$ cat src/rtl/ostPkg.sv
package ostPkg;

  typedef enum logic [1:0] {
    ST_IDLE  = 2'd0,
    ST_WAITP = 2'd1,
    ST_COUNT = 2'd2,
    ST_READY = 2'd3
  } ostState_e;

  typedef struct packed {
    logic clrCount;
    logic countEn;
  } ostStrobe_t;

  localparam logic [2:0] MODE_LP = 3'd0;
  localparam logic [2:0] MODE_XT = 3'd1;
  localparam logic [2:0] MODE_HS = 3'd2;

  function automatic logic isResonator(input logic [2:0] mode);
    return (mode == MODE_LP) || (mode == MODE_XT) || (mode == MODE_HS);
  endfunction

endpackage

$ cat src/rtl/ostEdgeCounter.sv
module ostEdgeCounter
  import ostPkg::*;
#(
  parameter int START_COUNT = 1024,
  parameter int SYNC_STAGES = 2
) (
  input  logic       clk,
  input  logic       rstN,
  input  logic       oscIn,
  input  ostStrobe_t strobe,
  output logic       lastEdge
);

  localparam int CNT_W = (START_COUNT > 1) ? $clog2(START_COUNT) : 1;
  localparam logic [CNT_W-1:0] LAST = CNT_W'(START_COUNT - 1);

  logic [SYNC_STAGES-1:0] syncQ;
  logic                   prevQ;
  logic                   oscEdge;
  logic [CNT_W-1:0]       countQ;

  // Synchronizer chain for the asynchronous oscillator input.
  for (genvar i = 0; i < SYNC_STAGES; i++) begin : g_sync
    if (i == 0) begin : g_first
      always_ff @(posedge clk or negedge rstN) begin
        if (!rstN) syncQ[i] <= 1'b0;
        else       syncQ[i] <= oscIn;
      end
    end else begin : g_rest
      always_ff @(posedge clk or negedge rstN) begin
        if (!rstN) syncQ[i] <= 1'b0;
        else       syncQ[i] <= syncQ[i-1];
      end
    end
  end

  always_ff @(posedge clk or negedge rstN) begin
    if (!rstN) prevQ <= 1'b0;
    else       prevQ <= syncQ[SYNC_STAGES-1];
  end

  assign oscEdge = syncQ[SYNC_STAGES-1] & ~prevQ;

  always_ff @(posedge clk or negedge rstN) begin
    if (!rstN)                          countQ <= '0;
    else if (strobe.clrCount)           countQ <= '0;
    else if (strobe.countEn && oscEdge) countQ <= (countQ == LAST) ? '0 : countQ + 1'b1;
  end

  assign lastEdge = strobe.countEn && oscEdge && (countQ == LAST);

  // the edge counter never runs past its final value
  a_r2_count_bounded: assert property (@(posedge clk) disable iff (!rstN)
    countQ <= LAST);

  // a clear strobe leaves the counter at zero
  a_r6_clear_zero: assert property (@(posedge clk) disable iff (!rstN)
    strobe.clrCount |=> countQ == '0);

endmodule

$ cat src/rtl/ostControl.sv
module ostControl
  import ostPkg::*;
(
  input  logic       clk,
  input  logic       rstN,
  input  logic [2:0] clkMode,
  input  logic       porEvent,
  input  logic       wakeEvent,
  input  logic       pwrtEnable,
  input  logic       pwrtExpired,
  input  logic       clkSelInt,
  input  logic       lastEdge,
  output ostStrobe_t strobe,
  output logic       holdPc,
  output logic       oscReady,
  output logic       sysClkSelInt
);

  ostState_e stateQ, stateD;
  logic      trig;

  assign trig = porEvent | wakeEvent;

  always_comb begin
    stateD          = stateQ;
    strobe.clrCount = 1'b0;
    strobe.countEn  = 1'b0;
    if (trig) begin
      strobe.clrCount = 1'b1;
      if (!isResonator(clkMode))         stateD = ST_READY;
      else if (porEvent && pwrtEnable)   stateD = ST_WAITP;
      else                               stateD = ST_COUNT;
    end else begin
      unique case (stateQ)
        ST_WAITP: if (pwrtExpired) begin
          strobe.clrCount = 1'b1;
          stateD          = ST_COUNT;
        end
        ST_COUNT: begin
          strobe.countEn = 1'b1;
          if (lastEdge) stateD = ST_READY;
        end
        default: stateD = stateQ;
      endcase
    end
  end

  always_ff @(posedge clk or negedge rstN) begin
    if (!rstN) begin
      stateQ       <= ST_IDLE;
      sysClkSelInt <= 1'b0;
    end else begin
      stateQ       <= stateD;
      sysClkSelInt <= clkSelInt;
    end
  end

  assign holdPc   = (stateQ == ST_WAITP) || (stateQ == ST_COUNT);
  assign oscReady = (stateQ == ST_READY);

  // the final counted edge releases the hold and raises ready
  a_r2_release: assert property (@(posedge clk) disable iff (!rstN)
    (holdPc && !trig && lastEdge) |=> (!holdPc && oscReady));

  // a request in a resonator mode always holds the core
  a_r6_restart_hold: assert property (@(posedge clk) disable iff (!rstN)
    (trig && isResonator(clkMode)) |=> (holdPc && !oscReady));

  // non-resonator modes give no delay
  a_r5_no_delay: assert property (@(posedge clk) disable iff (!rstN)
    (trig && !isResonator(clkMode)) |=> (!holdPc && oscReady));

  // hold is kept while the power-up delay is pending
  a_r3_wait_hold: assert property (@(posedge clk) disable iff (!rstN)
    (stateQ == ST_WAITP && !pwrtExpired && !trig) |=> holdPc);

  // release and ready coincide
  a_r8_ready_on_release: assert property (@(posedge clk) disable iff (!rstN)
    $fell(holdPc) |-> oscReady);

  // ready persists until a new request
  a_r8_ready_sticky: assert property (@(posedge clk) disable iff (!rstN)
    (oscReady && !trig) |=> oscReady);

  // clock select is a one-cycle delayed copy
  a_r9_sel_delay: assert property (@(posedge clk) disable iff (!rstN)
    1'b1 |=> sysClkSelInt == $past(clkSelInt));

endmodule

$ cat src/rtl/ostHoldTimer.sv
module ostHoldTimer
  import ostPkg::*;
#(
  parameter int START_COUNT = 1024,
  parameter int SYNC_STAGES = 2
) (
  input  logic       clk,
  input  logic       rstN,
  input  logic [2:0] clkMode,
  input  logic       porEvent,
  input  logic       wakeEvent,
  input  logic       pwrtEnable,
  input  logic       pwrtExpired,
  input  logic       oscIn,
  input  logic       clkSelInt,
  output logic       holdPc,
  output logic       oscReady,
  output logic       sysClkSelInt
);

  ostStrobe_t strobe;
  logic       lastEdge;

  ostControl u_ctrl (
    .clk          (clk),
    .rstN         (rstN),
    .clkMode      (clkMode),
    .porEvent     (porEvent),
    .wakeEvent    (wakeEvent),
    .pwrtEnable   (pwrtEnable),
    .pwrtExpired  (pwrtExpired),
    .clkSelInt    (clkSelInt),
    .lastEdge     (lastEdge),
    .strobe       (strobe),
    .holdPc       (holdPc),
    .oscReady     (oscReady),
    .sysClkSelInt (sysClkSelInt)
  );

  ostEdgeCounter #(
    .START_COUNT (START_COUNT),
    .SYNC_STAGES (SYNC_STAGES)
  ) u_count (
    .clk      (clk),
    .rstN     (rstN),
    .oscIn    (oscIn),
    .strobe   (strobe),
    .lastEdge (lastEdge)
  );

endmodule

$ cat config.mk
export PLATFORM = sky130hd
export DESIGN_NAME = ostHoldTimer
export DESIGN_NICKNAME = d
export VERILOG_FILES = /design/src/rtl/ostPkg.sv /design/src/rtl/ostEdgeCounter.sv /design/src/rtl/ostControl.sv /design/src/rtl/ostHoldTimer.sv
export SDC_FILE = /design/constraint.sdc
export NUM_CORES = 1
export LEC_CHECK = 0
export ABC_AREA = 0
export CORE_AREA = 8 8 57 59
export CTS_CLUSTER_DIAMETER = 100
export DETAILED_ROUTE_END_ITERATION = 8
export DIE_AREA = 0 0 65 67
export MAX_ROUTING_LAYER = met4
export PLACE_DENSITY_LB_ADDON = 0.15
export SYNTH_ARGS = -nofsm -noshare
export SYNTH_HDL_FRONTEND = slang
export SYNTH_SLANG_ARGS = --single-unit
$ cat constraint.sdc
create_clock -name clk -period 2 [get_ports clk]
set_input_delay 0.3 -clock clk [delete_from_list [all_inputs] [get_ports clk]]
set_output_delay 0.3 -clock clk [all_outputs]
set_load 0.1 [all_outputs]
; ---- Word-level counts from Yosys, hierarchy flattened
; Index checks and enable logic that the tools add are counted.
[op_classes]
eq_ne = 8
addsub = 1
n_reduce_logical = 10
muxes = 14
bitwise_logic = 3
[ops]
columns = operator, n
row1 = 2-to-1 mux 10 bit, 3
row2 = "adder 10 x 1 -> 10 bit, second input constant", 1
row3 = "equality test 10 bit, second input constant", 1
row4 = 2-to-1 mux 2 bit, 5
row5 = "inequality test 3 x 2 -> 1 bit, second input constant", 2
row6 = 2-to-1 mux 1 bit, 5
row7 = "equality test 2 bit, second input constant", 2
row8 = one-hot mux 2 bit (2 select lines), 1
row9 = "equality test 3 x 1 -> 1 bit, second input constant", 1
row10 = "equality test 3 x 2 -> 1 bit, second input constant", 1
row11 = logical AND 1 bit, 3
row12 = logical NOT 3 bit, 1
row13 = logical OR 1 bit, 3
row14 = AND reduction 3 bit, 1
row15 = nonzero test 3 bit, 1
row16 = "equality test 2 x 1 -> 1 bit, second input constant", 1
row17 = nonzero test 2 bit, 1
row18 = bitwise AND 1 bit, 1
row19 = inverter 1 bit, 1
row20 = OR 1 bit, 1
[word_totals]
word_cells = 42
output_inout_bits = 3
ff_bits = 16
inputBits = 11

; ---- Logic depth before layout (Yosys ltp)
[depth]
depth_word = 8
ltp_mapped = 7
ltp_nobuf = 6

; ---- Modules after synthesis
; Synthesis repeated with hierarchy kept, for this count alone.
[hier_totals]
hier_cells = 85
hier_area_um2 = 847.1
[by_module_without_submodules]
columns = mod, seq_area_each_um2, cells_per_inst, instances, area_per_inst_um2
row1 = ostEdgeCounter, 325.3, 60, 1, 619.3
row2 = ostControl, 75.1, 25, 1, 227.7

; ---- Worst setup path before layout
; No wires, ideal clock.
[synth_path]
path_kind = register -> output
start = register u_ctrl.stateQ[0]
end = output port holdPc
t_arrival_ps = 1316
path_slack_ps = 384
stages_incl_launch_ff = 4
n_path_buf = 0
required_ps = 1700
cell_sequence = dfrtp_1 -> inv_1 -> ha_1 -> inv_1
[synth_via]
elab_chain_cells = 2
elab_cells_between_ends = 3
cone_classes = eq/ne (2) / reduce/logical (1)
[synth_rtl]
columns = element, line
row1 = "start, declared", ostControl.sv:19  ; ostState_e stateQ, stateD;
row2 = "start signal, assigned", ostControl.sv:53  ; stateQ <= stateD;
row3 = equality test 2 x 1 -> 1 bit / equality test 2 bit (equally long branches), ostControl.sv:58  ; assign holdPc = (stateQ == ST_WAITP) || (stateQ == ST_COUNT);
row4 = logical OR 1 bit (*), ostControl.sv:58
row5 = "end, declared", ostHoldTimer.sv:16  ; output logic holdPc,
; Mark *: on every way between the ends. The rest lies on a longest branch, timed or not.

; ---- Final worst setup path
[layout_path]
start = register u_ctrl.stateQ[0]
end = register u_count.countQ[7]
[layout_via]
elab_chain_cells = 5
elab_cells_between_ends = 9
cone_classes = eq/ne (2) / mux (5) / reduce/logical (2)
[layout_rtl]
columns = element, line
row1 = equality test 2 bit, ostControl.sv:34  ; unique case (stateQ)
row2 = 2-to-1 mux 1 bit, ostControl.sv:34
row3 = 2-to-1 mux 1 bit, ostControl.sv:28  ; if (trig) begin
row4 = logical AND 1 bit, ostEdgeCounter.sv:47  ; else if (strobe.countEn && oscEdge) countQ <= (countQ == LAST) ? '0 : countQ + 1'b1;
row5 = nonzero test 2 bit (no source line), --
row6 = "end signal, assigned", ostEdgeCounter.sv:47
row7 = "end, declared", ostEdgeCounter.sv:20  ; logic [CNT_W-1:0] countQ;
; Parallel ways exist; a longest one is shown, timed or not.
; A chain may end at the register's enable or synchronous reset.

==> metrics.txt <==
status completed; WS Path Type reg -> reg; ys async rst share 100%; via count 721; Num CTS Buffers 3; clock sink count 16; count of flip-flops with a built-in enable after synthesis 0; syn avg cell area 10.2 um2; worst path cell trace inv_1 -> ha_1 -> nand3b_4 -> a211oi_1 -> xnor2_1 -> nor2_1; initial antenna violation count 0; Met1 Wirelength 890 um; CP max FO 9; final hold vios 0; first-pass GRT wire length 3300 um; aggregate global-route resource usage 9.75%; Initial Utilization 38.3%; relative slew slack 79.8%; main flop type after synthesis dfrtp_1; met2 WL 887 um; Die H 67 um; Ports 14; global route overflow 0; Syn Nets 104; YS warnings 0; Worst R2R Start u_ctrl.stateQ[0]; leakage power 0.483 nW; Hold Slack 0.328 ns; DRC Markers 0; worst min path class in -> async; CP Capture Type flop; # setup viols final 0; Netlist cell types 29; max incr delay on CP 0.42 ns; CTS tree built; DIE WIDTH 65 um; vias per cell 5.30; largest net degree at the start of global routing 17; pwr/cell area 630 nW/um2; Synth Cell Area 905 um2; met3 WL 70 um; Clock Skews 0.00297 ns; routed len/inst 13.7 um; Core Region 2360 um2; Routed Wire Length 1860 um; I/O Buffers 13; crit path capture u_count.countQ[7]; critical path arrival 1.82 ns; Initial DRC Count 26; r2r setup slk 0.34 ns; H-tree levels 1; worst vdd rail ir drop 0.406 mV; setup tns final 0 ns; Worst Tran Pin Value 0.301 ns; Critical Path Start u_ctrl.stateQ[0]; fin. max-slew vios 0; worst skew pair latency 0.28 ns; CP startpoint kind flop; vias in the first global route 743; Finished Cell Area 1120 um2; drt first pass iters 4; Final min period 1.66 ns; HPWL Detailed 1460 um; post-CTS setup buffers 0; n_diodes 0; Worst Path Required 2.16 ns; std cell rows 18; Final nets 123; Area Overhead vs Synth 23.8%; cts repair resizes 0; share of the clock period used by the worst path 83.0%; Die ar. 4360 um2; most frequent cells in the layout 16 x dfrtp_1, 11 x nor2_1, 10 x clkdlybuf4s50_1, 8 x nand3_1, 7 x inv_1; Reg2Reg Capture Point u_count.countQ[7]; cts hold-fix bufs 0; RSZ-0062 raised after global routing false; root buffer cell clkbuf_4; max-cap violations 0; Syn Inst Count 89; clock-pin slew on the worst setup and hold paths 0.09 ns; RD Place Congestion 0.746; FF-to-FF path depth 6; clk buf depth 2; layout cells sized above 1 14.2%; Highest Clock Rate 0.603 GHz; Yosys reg bits 16; Placed Area 1100 um2; most common cell after layout, fill and taps aside dfrtp_1; Worst path slowest cell dfrtp_1; post-route antenna net violation count 0; top layer in use met4; register area share after synthesis 44.3%
## area by class of cell
cell class | instances | area [um2]
clock buffer | 3 | 22.5
fill | 233 | 1240
inverter | 7 | 26.3
multi-input combinational | 65 | 470
sequential | 16 | 400
tap | 30 | 37.5
timing repair buffer | 15 | 163
## per-layer routing
metal  vias up  GRT usage, %
met3         2          2.18
met5         -             -
li1        352             -
met2        10          15.9
met1       357          11.4
met4         0          4.09
## power by group
part	internal (W)	switching [W]	leakage [nW]
logic	0.0000764	0.000126	0.263
clock network	0.0000697	0.0000931	0.0138
registers	0.000332	0.00000793	0.206
## flip-flops by register name, indices dropped and copies added, names as in the netlist
signal,count
u_count.syncQ,2
u_ctrl.sysClkSelInt,1
u_count.prevQ,1
u_ctrl.stateQ,2
u_count.countQ,10
## worst min path at each step
| stage | cells past startpoint | end | from | slack (ns) |
|---|---|---|---|---|
| 6_report | 2 | u_count.countQ[2] | rstN | 0.33 |
| 2_1_floorplan | 0 | u_count.countQ[0] | rstN | 0.004 |
| 3_5_place_dp | 0 | u_count.syncQ[1] | u_count.syncQ[0] | 0.34 |
| 5_1_grt | 2 | u_count.countQ[2] | rstN | 0.34 |
| 4_1_cts | 2 | u_count.countQ[2] | rstN | 0.33 |
| 3_3_place_gp | 0 | u_count.syncQ[1] | u_count.syncQ[0] | 0.34 |
## cells by family after synthesis
group	count (synthesis)	share of synthesized area, %
simple gates	36	23.9
mux	1	1.11
flops	16	44.3
buf+inv	8	3.74
xor+xnor	7	6.78
fa+ha+maj	4	5.53
compound gates	17	14.7
## critical path, delay by kind of cell (launching register included)
kind                       cells  cell delay, ns
AOI/OAI and AO/OA              1            0.36
adders and majority gates      1            0.27
buffers and inverters          1            0.09
xor gates and xnor gates       1            0.17
and+or+nand+nor                2            0.24
DFF                            1            0.42
## through the flow
step                std cells  setup slack, ns  utilization (%)  power, W
floorplan                  89            0.384                -  0.000468
global placement          133            0.279             46.4  0.000551
detailed placement        133            0.244             46.4  0.000552
CTS                       136            0.333             47.4  0.000718
global route              136            0.214             47.4  0.000743
finish                    136            0.341             47.4  0.000706
## cell usage after synthesis (2+ instances only)
cell type	n	area, um2
a211oi_1	2	15.0
a211oi_2	2	25.0
a21oi_1	4	20.0
a31oi_1	2	12.5
and4_1	2	17.5
dfrtp_1	16	400
ha_1	4	50.1
inv_1	7	26.3
nand2_1	5	18.8
nand3_1	8	40.0
nand4_1	2	12.5
nor2_1	11	41.3
o31ai_1	3	22.5
xnor2_1	6	52.6
Note: power is estimated with default switching activity, not from simulation.
